<file path="config.mk">
export PLATFORM = sky130hd
export DESIGN_NAME = pcpwm_timer
export DESIGN_NICKNAME = d
export VERILOG_FILES = /design/src/rtl/pcpwm_pkg.sv /design/src/rtl/pcpwm_prescaler.sv /design/src/rtl/pcpwm_counter.sv /design/src/rtl/pcpwm_compare.sv /design/src/rtl/pcpwm_timer.sv
export SDC_FILE = /design/constraint.sdc
export NUM_CORES = 1
export LEC_CHECK = 0
export BUFFER_PORTS_ARGS = -buffer_cell sky130_fd_sc_hd__buf_2
export CORE_MARGIN = 3
export CORE_UTILIZATION = 64
export CTS_CLUSTER_DIAMETER = 200
export DETAILED_ROUTE_END_ITERATION = 12
export PLACE_DENSITY = 0.84
export SLEW_MARGIN = 10
export SYNTH_ARGS = -nofsm -noshare
export SYNTH_HDL_FRONTEND = slang
export SYNTH_SLANG_ARGS = --single-unit
</file>
<file path="constraint.sdc">
create_clock -name clk_i -period 11.43 [get_ports clk_i]
set_clock_uncertainty 0.05 [all_clocks]
set_input_delay 3.429 -clock clk_i [delete_from_list [all_inputs] [get_ports clk_i]]
set_output_delay 3.429 -clock clk_i [all_outputs]
set_load 0.005 [all_outputs]
</file>
<file path="src/rtl/pcpwm_pkg.sv">
`timescale 1ns/1ps
package pcpwm_pkg;
  localparam int PRE_W = 10;

  typedef enum logic [2:0] {
    PS_1, PS_8, PS_32, PS_64, PS_128, PS_256, PS_1024, PS_STOP
  } presc_e;

  function automatic logic [PRE_W-1:0] presc_mask(presc_e s);
    case (s)
      PS_8:    presc_mask = PRE_W'(7);
      PS_32:   presc_mask = PRE_W'(31);
      PS_64:   presc_mask = PRE_W'(63);
      PS_128:  presc_mask = PRE_W'(127);
      PS_256:  presc_mask = PRE_W'(255);
      PS_1024: presc_mask = PRE_W'(1023);
      default: presc_mask = '0;
    endcase
  endfunction
endpackage

</file>
<file path="src/rtl/pcpwm_prescaler.sv">
`timescale 1ns/1ps
module pcpwm_prescaler
  import pcpwm_pkg::*;
(
  input  logic   clk_i,
  input  logic   rst_ni,
  input  presc_e sel_i,
  output logic   tick_o
);
  logic [PRE_W-1:0] pre_q;
  logic [PRE_W-1:0] mask;
  logic             run;

  assign run    = (sel_i != PS_STOP);
  assign mask   = presc_mask(sel_i);
  assign tick_o = run && ((pre_q & mask) == mask);

  always_ff @(posedge clk_i or negedge rst_ni) begin
    if (!rst_ni)  pre_q <= '0;
    else if (run) pre_q <= pre_q + 1'b1;
    else          pre_q <= '0;
  end


  stop_hold_chk: assert property (@(posedge clk_i) disable iff (!rst_ni)
    (sel_i == PS_STOP) |=> (pre_q == '0));
endmodule

</file>
<file path="src/rtl/pcpwm_counter.sv">
`timescale 1ns/1ps
module pcpwm_counter #(
  parameter int WIDTH = 8
) (
  input  logic             clk_i,
  input  logic             rst_ni,
  input  logic             tick_i,
  output logic [WIDTH-1:0] cnt_o,
  output logic [WIDTH-1:0] cnt_nxt_o,
  output logic             top_load_o,
  output logic             ovf_o
);
  localparam logic [WIDTH-1:0] MAX = {WIDTH{1'b1}};

  logic [WIDTH-1:0] cnt_q, cnt_nxt;
  logic             up_q, up_nxt, ovf_q;

  always_comb begin
    cnt_nxt = up_q ? cnt_q + 1'b1 : cnt_q - 1'b1;
    if (up_q && cnt_nxt == MAX)      up_nxt = 1'b0;
    else if (!up_q && cnt_nxt == '0) up_nxt = 1'b1;
    else                             up_nxt = up_q;
  end

  always_ff @(posedge clk_i or negedge rst_ni) begin
    if (!rst_ni) begin
      cnt_q <= '0;
      up_q  <= 1'b1;
      ovf_q <= 1'b0;
    end else begin
      ovf_q <= tick_i && !up_q && (cnt_nxt == '0);
      if (tick_i) begin
        cnt_q <= cnt_nxt;
        up_q  <= up_nxt;
      end
    end
  end

  assign cnt_o      = cnt_q;
  assign cnt_nxt_o  = cnt_nxt;
  assign top_load_o = tick_i && up_q && (cnt_nxt == MAX);
  assign ovf_o      = ovf_q;


  bottom_dir_chk: assert property (@(posedge clk_i) disable iff (!rst_ni)
    (cnt_q == '0) |-> up_q);

  top_dir_chk: assert property (@(posedge clk_i) disable iff (!rst_ni)
    (cnt_q == MAX) |-> !up_q);

  ovf_bottom_chk: assert property (@(posedge clk_i) disable iff (!rst_ni)
    ovf_q |-> (cnt_q == '0));
endmodule

</file>
<file path="src/rtl/pcpwm_compare.sv">
`timescale 1ns/1ps
module pcpwm_compare #(
  parameter int WIDTH = 8
) (
  input  logic             clk_i,
  input  logic             rst_ni,
  input  logic             tick_i,
  input  logic             load_i,
  input  logic [WIDTH-1:0] cnt_i,
  input  logic [WIDTH-1:0] cnt_nxt_i,
  input  logic [WIDTH-1:0] cmp_i,
  output logic             level_o
);
  localparam logic [WIDTH-1:0] MAX = {WIDTH{1'b1}};

  logic [WIDTH-1:0] ocr_q, ocr_nxt;
  logic             level_q, level_nxt;

  // below compare -> high; top compare pins high; at MAX the up-match level wins
  always_comb begin
    ocr_nxt   = load_i ? cmp_i : ocr_q;
    level_nxt = (cnt_nxt_i < ocr_nxt) || (ocr_nxt == MAX);
  end

  always_ff @(posedge clk_i or negedge rst_ni) begin
    if (!rst_ni) begin
      ocr_q   <= '0;
      level_q <= 1'b0;
    end else if (tick_i) begin
      ocr_q   <= ocr_nxt;
      level_q <= level_nxt;
    end
  end

  assign level_o = level_q;


  cmp_zero_low_chk: assert property (@(posedge clk_i) disable iff (!rst_ni)
    (ocr_q == '0) |-> !level_q);

  cmp_max_high_chk: assert property (@(posedge clk_i) disable iff (!rst_ni)
    (ocr_q == MAX) |-> level_q);

  top_level_chk: assert property (@(posedge clk_i) disable iff (!rst_ni)
    ((cnt_i == MAX) && (ocr_q != MAX)) |-> !level_q);

  cmp_hold_chk: assert property (@(posedge clk_i) disable iff (!rst_ni)
    !load_i |=> $stable(ocr_q));
endmodule

</file>
<file path="src/rtl/pcpwm_timer.sv">
`timescale 1ns/1ps
module pcpwm_timer
  import pcpwm_pkg::*;
#(
  parameter int WIDTH = 8
) (
  input  logic             clk_i,
  input  logic             rst_ni,
  input  logic [2:0]       presc_sel_i,
  input  logic [WIDTH-1:0] cmp_i,
  input  logic             invert_i,
  output logic             pwm_o,
  output logic             ovf_o
);
  logic             tick;
  logic [WIDTH-1:0] cnt, cnt_nxt;
  logic             top_load, level;
  presc_e           sel;

  assign sel = presc_e'(presc_sel_i);

  pcpwm_prescaler u_presc (
    .clk_i  (clk_i),
    .rst_ni (rst_ni),
    .sel_i  (sel),
    .tick_o (tick)
  );

  pcpwm_counter #(.WIDTH(WIDTH)) u_cnt (
    .clk_i      (clk_i),
    .rst_ni     (rst_ni),
    .tick_i     (tick),
    .cnt_o      (cnt),
    .cnt_nxt_o  (cnt_nxt),
    .top_load_o (top_load),
    .ovf_o      (ovf_o)
  );

  pcpwm_compare #(.WIDTH(WIDTH)) u_cmp (
    .clk_i     (clk_i),
    .rst_ni    (rst_ni),
    .tick_i    (tick),
    .load_i    (top_load),
    .cnt_i     (cnt),
    .cnt_nxt_i (cnt_nxt),
    .cmp_i     (cmp_i),
    .level_o   (level)
  );

  assign pwm_o = level ^ invert_i;


  stop_count_chk: assert property (@(posedge clk_i) disable iff (!rst_ni)
    (sel == PS_STOP) |=> $stable(cnt));

  ovf_pulse_chk: assert property (@(posedge clk_i) disable iff (!rst_ni)
    ovf_o |=> !ovf_o);
endmodule

</file>
# After elaboration in Yosys (flattened, before gate mapping)
# Cells that the tools add are included.
dict set report totals {
  regBits 29
  inputBits 14
  out_inout_bits 2
}
dict set report classes {
  reduce_logical 12
  addsub 3
  n_lt_le_gt_ge 1
  muxes 6
  bitwise_logic 2
  n_eq_ne 10
}
# operator n
set ops {}
lappend ops {{$pmux 10 s6} 1}
lappend ops {{$eq 8x8->1 const B} 2}
lappend ops {{$mux 8} 2}
lappend ops {{$add 10x1->10 const B} 1}
lappend ops {{$and 10x10->10} 1}
lappend ops {{$eq 10x10->1} 1}
lappend ops {{$mux 10} 1}
lappend ops {{$eq 3x3->1 const B} 3}
lappend ops {{$add 8x1->8 const B} 1}
lappend ops {{$logic_not 8->1} 1}
lappend ops {{$lt 8x8->1} 1}
lappend ops {{$sub 8x1->8 const B} 1}
lappend ops {{$logic_and 1x1->1} 7}
lappend ops {{$eq 3x2->1 const B} 2}
lappend ops {{$eq 3x1->1 const B} 1}
lappend ops {{$ne 3x3->1 const B} 1}
lappend ops {{$mux 1} 2}
lappend ops {{$reduce_and 2->1} 1}
lappend ops {{$reduce_bool 2->1} 1}
lappend ops {{$logic_not 1->1} 1}
lappend ops {{$logic_or 1x1->1} 1}
lappend ops {{$xor 1x1->1} 1}

# Depth between registers and ports, before layout
# Gate-level depths: netlist of run 1.
dict set report logic_depth {
  depth_word 10
  ltp_mapped 17
  ltp_nobuf 16
}

# By module
# A second synthesis of run 1 with hierarchy kept.
dict set report hier_totals {
  hier_cells 195
  hier_area_um2 1946.9
}
# module n_inst cells_each area_each_um2 seq_area_each_um2
set modules_own_cells {}
lappend modules_own_cells {pcpwm_counter 1 79 822.0 251.5}
lappend modules_own_cells {pcpwm_compare 1 61 604.3 225.2}
lappend modules_own_cells {pcpwm_prescaler 1 54 511.7 250.2}
lappend modules_own_cells {pcpwm_timer 1 1 8.8 0.0}

# Worst setup path before layout of run 1
# No wires, ideal clock.
dict set report synth_timing {
  kind {input-to-output}
  startpoint {input invert_i}
  endpoint {output pwm_o}
  cell_stages 1
  t_arrival_ps 3581
  slack_ps 4370
  t_required_ps 7951
  cell_sequence {xor2_1}
}
dict set report synth_via {
  elab_chain_cells 1
}
# element line
set synth_rtl {}
lappend synth_rtl {{start: declaration} pcpwm_timer.sv:11} ;# input logic invert_i,
lappend synth_rtl {{$xor 1x1->1} pcpwm_timer.sv:50} ;# assign pwm_o = level ^ invert_i;
lappend synth_rtl {{end: declaration} pcpwm_timer.sv:12} ;# output logic pwm_o,
# No other way between the ends.

# Final worst setup path of run 1
# Same ends and word-level chain as after synthesis.

==> impl_metrics.csv, run 1 <==
group,metric,value,unit
placement,dp_hpwl,2.89,mm
finish,fin_nets,229,
logic_synthesis,synthArstFlopShare,1.00,
logic_synthesis,yosys-top-cells-area,"dfrtp_1 37%, ha_1 9.2%, mux2_2 5.9%",
floorplan,initial_utilization,0.682,
finish,drive_above_1_share,0.269,
finish,area_delta_synth_final,8.90,%
finish,final.fill_count,208,
logic_synthesis,synth_top_area_frac,0.369,
global_route,grt_first_pass_wirelength,6.47,mm
clocking,clockBufferDepth,2,
drt,routed-via-count,1434,
clocking,cts_tree,"done",
placement,pre_cts_ws,4100,ps
logic_synthesis,postSynthCellCount,181,
logic_synthesis,synth_nets,210,
timing,clock.fmax,137,MHz
finish,regArea,727,µm²
floorplan,io_pins,16,
global_route,grtUsageTotal,0.241,
global_route,grt_antenna_before_repair,0,
global_route,grt-ovfl-total,0,
critical_path,worstPathRequired,7950,ps
timing,finalCritPeriodShare,0.637,
hold_path,hp-start,"u_presc.pre_q[0]",
drt,avgRoutedWirePerCell,16.4,µm
timing,hold_viol,0,
finish,multi_input_area,1100,µm²
power_and_ir_drop,ir_worst_vdd,0.155,mV
logic_synthesis,mappedNetlistArea,1900,µm²
critical_path,r2r_end,"u_cmp.level_o",
floorplan,row_count,19,
drt,postRouteAntennaNets,0,
hold_path,whs_path_depth,1,
critical_path,r2r-start,"u_cnt.up_q",
floorplan,die_x,60.4,µm
placement,dp.cells,224,
floorplan,core,2780,µm²
clocking,clkSlewWorstSetupHoldPaths,90,ps
clocking,clk_latency,330,ps
global_route,grt_pass1_vias,1543,
critical_path,cp_max_fo,1,
timing,setup_viol,0,
hold_path,min_path_type,"reg2reg",
finish,fin_cells,232,
critical_path,crit_arrival,3800,ps
finish,antenna_cells,0,
logic_synthesis,yosys_most_used_dff,"dfrtp_1",
drt,route.detailed.drc,0,
clocking,ctsHtreeMaxLevel,2,
logic_synthesis,synth_cell_types,53,
timing,setup_tns,0,ps
placement,io_buffers,15,
logic_synthesis,synth_most_common_cell,"dfrtp_1",
timing,drv_slew,0,
timing,fin_crit,7280,ps
logic_synthesis,synth-seq-cells,29,
outcome,status,"complete, no violations",
hold_path,hold_path_end,"u_presc.pre_q[0]",
power_and_ir_drop,p_leak,1.03,nW
drt,drt-vias-per-instance,6.18,
logic_synthesis,synth.avg_cell_area,10.5,µm²
floorplan,die_height,60.4,µm
drt,wirelength,3.80,mm
placement,gpl.final_weighted_congestion,0.840,
critical_path,startpoint_type,"primary input",
clocking,cts_buffers,5,
floorplan,dieArea,3650,µm²
critical_path,reg2reg_depth,16,
drt,drtIter0Drc,72,
clocking,post_cts_buffers,0,
clocking,hold_buffers,0,
finish,stdcell_area,2070,µm²
power_and_ir_drop,powerDensity,156,nW/µm²
critical_path,rrSetupSlack,6700,ps
placement,placed_cell_area,2000,µm²
drt,firstDrtPassIters,4,
clocking,cts-root-buf,"clkbuf_4",
timing,setup_slack,4150,ps
clocking,clock-sinks,29,
logic_synthesis,synth_edf_count,0,
clocking,cts_resized,0,
logic_synthesis,yosysSeqAreaShare,0.383,
logic_synthesis,ys_warn_count,0,
timing,rsz0062_at_grt,"no",
global_route,grt_max_degree,30,
timing,relSlewSlack,0.478,
critical_path,crit_path_end_kind,"output port",
timing,tightest_slew,780,ps
logic_synthesis,yosys.area.top_type,"dfrtp_1",
critical_path,path_class,"in2out",
job,cap_violations,0,
logic_synthesis,synthTopCellsByCount,"28 x dfrtp_1, 17 x nor2_1, 14 x ha_1",
layout make-up:
type | instances | share of cell area
clock buffers | 7 | 0.0315
clock inverters | 1 | 0.00242
inverters | 15 | 0.0273
multi-input cells | 134 | 0.532
flip-flops and latches | 29 | 0.352
well taps | 31 | 0.0188
repair buffers | 15 | 0.0363
kinds of logic (layout without fill, tap and decap cells):
family / Yosys count / in the layout / share of synthesized area
AND/OR/NAND/NOR: 57 / 57 / 0.170
AO/OA/AOI/OAI: 31 / 31 / 0.125
flip-flops: 29 / 29 / 0.383
buffers and inverters: 18 / 38 / 0.0376
XOR/XNOR: 16 / 16 / 0.0937
adder cells (fa/ha/maj): 15 / 15 / 0.103
multiplexers: 15 / 15 / 0.0884
worst max-delay path by stage:
stage / start / endpoint / slack, ps / cells after the start
after global placement: invert_i / pwm_o / 4150 / 3
final: invert_i / pwm_o / 4150 / 3
after floorplan: invert_i / pwm_o / 4370 / 1
after detailed placement: presc_sel_i[2] / u_cmp.level_o / 4100 / 15
after CTS: invert_i / pwm_o / 4150 / 3
after global routing: invert_i / pwm_o / 4130 / 3
flip-flops by register name, summed over array words and instances (netlist names):
register,count
u_cnt.up_q,1
u_cnt.cnt_o,8
u_cnt.ovf_o,1
u_presc.pre_q,10
u_cmp.level_o,1
u_cmp.ocr_q,8
metrics by stage:
stage,util,hold WS (ps),power [mW]
floorplan,-,401,0.220
global placement,0.717,416,0.241
detailed placement,0.717,430,0.252
CTS,0.743,442,0.324
global route,0.743,474,0.343
finish,0.743,438,0.322
critical path, stage by stage:
cell and delay [ps]:
buf_2 100, xor2_1 140, buf_2 120
where the power goes:
part           leakage, nW  total, mW  internal [mW]  switching, mW
Combinational        0.617      0.115         0.0501         0.0648
Clock               0.0413     0.0707         0.0356         0.0351
Sequential           0.376      0.136          0.119         0.0177
layout by cell type (no fill, tap or decap), drive strengths merged, types with 2 or more instances in the layout:
cell type and count:
inv 15, nor3 3, nand3 8, xor2 10, dfrtp 28, ha 14, and3 3, nand4 7
clkbuf 7, nor3b 2, nand2 6, a31oi 2, nor2 18, o21bai 2, a211oi 2, nor2b 2
buf 15, a21o 2, a21oi 11, xnor2 6, o21ai 4, mux2 14
routing by layer:
layer	share of wire	up-vias	routed length, µm	GRT usage
li1	-	687	-	-
met1	0.41	700	1540	0.252
met2	0.53	36	2010	0.431
met3	0.042	11	160	0.0809
met4	0.023	0	88	0.121
met5	0	-	0	0
Power figures use the tool's default switching activity.
==> run 2, diff against run 1 <==
- CORE_UTILIZATION: 64 -> 53
- PLACE_DENSITY: 0.84 -> 0.74
- clock period: 11.43 -> 6.1 ns (I/O delays scaled with it)
==> run 2 against run 1 <==
Effect of this change: worst setup slack got worse by 2800 ps; wire length rose by 2.7%; register-to-register slack got worse by 4900 ps; clock-buffer cell count rose by 1; sequential share of layout area fell by 0.38 points; combinational power rose by 85%; worst hold slack improved by 5.6 ps; via count fell by 1.5%; die area rose by 19%; sequential cell count did not move; highest routed layer unchanged.
==> impl_metrics.csv, run 2 (synthesis results as in run 1) <==
group,metric,value,unit
outcome,status,"complete, no violations",
critical_path,reg2reg_depth,16,
global_route,grt_antenna_before_repair,0,
hold_path,hp-start,"u_presc.pre_q[0]",
drt,routed-via-count,1412,
power_and_ir_drop,power_switching_share,0.371,
floorplan,io_pins,16,
timing,setup_tns,0,ps
timing,tightest_slew,621,ps
critical_path,crit_arrival,5030,ps
placement,dp_hpwl,3.00,mm
finish,fin_nets,231,
global_route,grt_pass1_vias,1438,
global_route,grt-ovfl-total,0,
power_and_ir_drop,ir_worst_vdd,0.174,mV
finish,drive_above_1_share,0.266,
placement,gpl.final_weighted_congestion,0.879,
clocking,clockBufferDepth,2,
finish,regMostFlops,"u_presc.pre_q",
power_and_ir_drop,powerDensity,284,nW/µm²
drt,avgRoutedWirePerCell,15.7,µm
floorplan,core,3390,µm²
timing,drv_slew,0,
timing,relSlewSlack,0.586,
finish,largest_register_ffs,10,
critical_path,r2r_end,"u_cmp.level_o",
timing,setup_viol,0,
critical_path,crit_path_end_kind,"flip-flop",
global_route,grtUsageTotal,0.204,
clocking,ctsHtreeMaxLevel,2,
clocking,clkSlewWorstSetupHoldPaths,90,ps
clocking,post_cts_buffers,0,
timing,hold_ws,443,ps
power_and_ir_drop,clock_power_share,0.211,
finish,stdcell_area,2090,µm²
clocking,cts_tree,"done",
timing,finalCritPeriodShare,0.786,
hold_path,hold_path_end,"u_presc.pre_q[0]",
drt,firstDrtPassIters,5,
floorplan,dieArea,4330,µm²
drt,drt-vias-per-instance,5.67,
floorplan,die_x,65.8,µm
finish,area_delta_synth_final,10.1,%
hold_path,min_path_type,"reg2reg",
timing,fin_crit,4790,ps
clocking,clk_latency,340,ps
drt,wirelength,3.90,mm
clocking,cts_resized,0,
critical_path,worstPathRequired,6330,ps
timing,rsz0062_at_grt,"no",
drt,drtIter0Drc,57,
placement,io_buffers,15,
critical_path,startpoint_type,"primary input",
global_route,grt_first_pass_wirelength,6.58,mm
timing,hold_viol,0,
drt,route.detailed.drc,0,
clocking,cts_buffers,5,
power_and_ir_drop,finalPower,592,µW
drt,postRouteAntennaNets,0,
finish,final_common_cell,"dfrtp_1",
timing,clock.fmax,209,MHz
critical_path,crit_start,"presc_sel_i[2]",
placement,placed_cell_area,2030,µm²
power_and_ir_drop,power_switching,220,µW
critical_path,rrSetupSlack,1770,ps
floorplan,initial_utilization,0.560,
global_route,grt_max_degree,30,
clocking,clock-sinks,29,
hold_path,whs_path_depth,1,
floorplan,die_height,65.8,µm
clocking,cts-root-buf,"clkbuf_4",
clocking,hold_buffers,0,
finish,antenna_cells,0,
critical_path,cp_max_fo,14,
power_and_ir_drop,seq_power_share,0.430,
critical_path,r2r-start,"u_cnt.up_q",
power_and_ir_drop,p_comb_frac,0.359,
floorplan,row_count,21,
critical_path,path_class,"in2reg",
power_and_ir_drop,p_leak,1.04,nW
power_and_ir_drop,p_int,372,µW
finish,final_cell_mix,"28 x dfrtp_1, 17 x nor2_1, 15 x buf_2",
job,cap_violations,0,
-- run 2: changes by cell type in the layout (fill, tap and decap cells not counted) --
| cell | previous run | this run |
|---|---|---|
| clkbuf_1 | 0 | 2 |
| clkinv_2 | 1 | 0 |
| buf_4 | 0 | 2 |
| clkbuf_8 | 2 | 1 |
-- run 2: critical path: stages --
cell,delay (ps)
buf_2,120
nor2b_1,140
o32ai_2,250
o211a_1,170
buf_4,200
nand4_1,180
nor4b_4,330
buf_4,240
mux2_2,380
inv_2,50
ha_1,230
a21o_1,160
a21oi_1,170
nor3b_1,250
o311a_1,210
a211o_1,90
-- run 2: worst max-delay path by stage --
stage / to / slack, ps / cells past startpoint
floorplan: u_cmp.level_o / 1290 / 15
finish: u_cmp.level_o / 1310 / 16
global placement: u_cmp.level_o / 1100 / 16
CTS: u_cmp.level_o / 1330 / 16
global route: u_cmp.level_o / 1110 / 16
detailed placement: u_cmp.level_o / 960 / 16
-- run 2: layer usage --
layer / up-vias / wire [µm] / global-route usage
li1: 688 / - / -
met1: 687 / 1720 / 0.256
met2: 31 / 1930 / 0.329
met3: 6 / 178 / 0.0510
met4: 0 / 70 / 0.0933
met5: - / 0 / 0
-- run 2: layout make-up --
cell class	instances	area, µm²
inverters	15	56.3
repair buffers	17	90.1
multi-input cells	134	1100
clock buffers	8	58.8
flip-flops and latches	29	727
well taps	46	57.6
fillers	284	1300
-- run 2: power groups by stage --
stage | registers, mW | logic (mW) | clock network [mW]
floorplan | 0.252 | 0.160 | 0
global placement | 0.256 | 0.200 | 0
detailed placement | 0.258 | 0.213 | 0
CTS | 0.255 | 0.214 | 0.129
global route | 0.259 | 0.239 | 0.139
finish | 0.255 | 0.213 | 0.125
-- run 2: per-stage QoR --
stage | worst slack (ps) | std cells | util
2_1_floorplan | 1290 | 181 | -
3_3_place_gp | 1100 | 241 | 0.599
3_5_place_dp | 956 | 241 | 0.599
4_1_cts | 1330 | 249 | 0.616
5_1_grt | 1110 | 249 | 0.616
6_report | 1310 | 249 | 0.616
==> run 3, diff against run 2 <==
- clock period: 6.1 -> 3.9 ns (I/O delays scaled with it)
==> run 3 against run 2 <==
Effect of this change: the run now ends with setup timing left; non-clock buffer count rose by 16; cell area increased by 8.7%; sequential cell count unchanged; clock power up 38%; sequential power is 55% higher; critical path type is now reg2reg; global-route usage increased by 1.0 points; die area stayed put; largest cell class unchanged; critical path depth grew 1; via count grew 7.7%; register-to-register slack lost 1900 ps.
==> impl_metrics.csv, run 3 (synthesis results as in run 1) <==
group,metric,value,unit
critical_path,r2r_end,"u_cmp.level_o",
drt,firstDrtPassIters,4,
finish,largest_register_ffs,10,
power_and_ir_drop,power_switching,378,µW
timing,setup_slack,-171,ps
drt,met3_length,138,µm
finish,regMostFlops,"u_presc.pre_q",
clocking,ctsHtreeMaxLevel,2,
finish,multi_input_area,1150,µm²
timing,hold_ws,441,ps
critical_path,worstPathRequired,4120,ps
timing,hold_viol,0,
drt,drtIter0Drc,56,
drt,postRouteAntennaNets,0,
floorplan,core,3390,µm²
clocking,cts_tree,"done",
finish,antenna_cells,0,
critical_path,crit_start,"u_cnt.up_q",
timing,clock.fmax,246,MHz
clocking,clockBufferDepth,2,
drt,routed-via-count,1521,
critical_path,crit_path_end_kind,"flip-flop",
drt,avgRoutedWirePerCell,16.2,µm
floorplan,dieArea,4330,µm²
critical_path,path_class,"reg2reg",
floorplan,initial_utilization,0.560,
power_and_ir_drop,seq_power_share,0.388,
floorplan,die_height,65.8,µm
global_route,grt_first_pass_wirelength,7.02,mm
global_route,grt-ovfl-total,0,
global_route,grt_pass1_vias,1527,
floorplan,io_pins,16,
timing,drv_slew,0,
global_route,grtUsageTotal,0.214,
critical_path,startpoint_type,"flip-flop",
timing,rsz0062_at_grt,"yes",
critical_path,reg2reg_depth,17,
power_and_ir_drop,clock_power_share,0.170,
placement,dp_hpwl,3.20,mm
global_route,grt_max_degree,30,
outcome,violations,"setup timing",
clocking,clock-sinks,29,
clocking,clk_latency,320,ps
drt,drt-vias-per-instance,5.72,
job,cap_violations,0,
power_and_ir_drop,ir_worst_vdd,0.331,mV
timing,tightest_slew,667,ps
timing,fin_crit,4070,ps
hold_path,min_path_type,"reg2reg",
drt,wirelength,4.31,mm
drt,route.detailed.drc,0,
hold_path,whs_path_depth,1,
clocking,clkSlewWorstSetupHoldPaths,90,ps
power_and_ir_drop,p_int,639,µW
outcome,status,"finished, violations left",
clocking,hold_buffers,0,
critical_path,cp_max_fo,4,
finish,final_common_cell,"dfrtp_1",
placement,io_buffers,15,
power_and_ir_drop,p_comb_frac,0.441,
finish,final.fill_count,255,
clocking,cts-root-buf,"clkbuf_4",
timing,setup_viol,1,
power_and_ir_drop,p_leak,1.11,nW
finish,fin_nets,248,
floorplan,die_x,65.8,µm
placement,gpl.final_weighted_congestion,0.914,
drt,top_layer,"met4",
drt,dr_wl_met2,2.16,mm
drt,wl_met1,1.88,mm
power_and_ir_drop,powerDensity,448,nW/µm²
timing,finalCritPeriodShare,1.04,
critical_path,crit_arrival,4290,ps
finish,final_cell_mix,"28 x dfrtp_1, 17 x buf_4, 16 x nor2_1",
critical_path,r2r-start,"u_cnt.up_q",
hold_path,hp-start,"u_presc.pre_q[0]",
global_route,grt_antenna_before_repair,0,
timing,relSlewSlack,0.555,
finish,regArea,727,µm²
power_and_ir_drop,power_switching_share,0.372,
power_and_ir_drop,finalPower,1.02,mW
finish,area_delta_synth_final,19.7,%
floorplan,row_count,21,
hold_path,hold_path_end,"u_presc.pre_q[0]",
finish,drive_above_1_share,0.355,
critical_path,rrSetupSlack,-170,ps
clocking,cts_buffers,5,
[run 3: worst max path at each step]
stage	depth (start not counted)	to
after floorplan	15	u_cmp.level_o
after global placement	15	u_cmp.level_o
after detailed placement	15	u_cmp.level_o
after CTS	16	u_cmp.level_o
after global routing	18	u_cmp.level_o
final	17	u_cmp.level_o
[run 3: layer usage]
metal / vias up / GRT usage
li1: 724 / -
met4: 0 / 0.0984
met1: 750 / 0.278
met2: 32 / 0.345
met5: - / 0
met3: 15 / 0.0374
[run 3: power groups by stage]
stage / Combinational (mW) / Clock, mW / Sequential [mW]
final: 0.448 / 0.173 / 0.395
after detailed placement: 0.407 / 0 / 0.398
after global placement: 0.391 / 0 / 0.393
after CTS: 0.411 / 0.179 / 0.393
after floorplan: 0.260 / 0 / 0.393
after global routing: 0.498 / 0.191 / 0.402
[run 3: area by class of cell]
type	count	area share
clock buffers	8	0.0215
flip-flops and latches	29	0.320
inverters	15	0.0276
repair buffers	33	0.0943
multi-input cells	134	0.509
repair inverters	1	0.00221
well taps	46	0.0254
[run 3: worst max-delay path, cell delays in order (launching register included)]
cell and delay, ps:
dfstp_2 580, clkinvlp_4 150, fa_2 430, a211oi_2 290, nor2_2 80, xnor2_2 220, nand4_1 190, nor4b_4 300
buf_4 180, mux2_4 320, inv_4 60, ha_4 190, a21o_1 150, a21o_1 170, a21oi_2 150, nor3b_4 220
o311a_1 200, a211o_1 100
[run 3: metrics by stage]
step / worst slack [ps] / util / TNS [ps] / std cells / cell area [µm²]
2_1_floorplan: 17.9 / - / 0 / 181 / 1910
3_3_place_gp: -27.1 / 0.627 / -27.1 / 252 / 2120
3_5_place_dp: -185 / 0.627 / -185 / 252 / 2120
4_1_cts: -36.5 / 0.644 / -36.5 / 261 / 2180
5_1_grt: -311 / 0.670 / -311 / 266 / 2270
6_report: -171 / 0.670 / -171 / 266 / 2270
[run 3: what timing repair did]
item / 4_1_cts / 5_1_grt
gates resized for setup: 1 / 8
endpoints found under the setup margin: 1 / 1
cloned: 0 / 1
hold endpoints to repair: 0 / 0
pin swaps: 1 / 10
setup buffers: 1 / 4
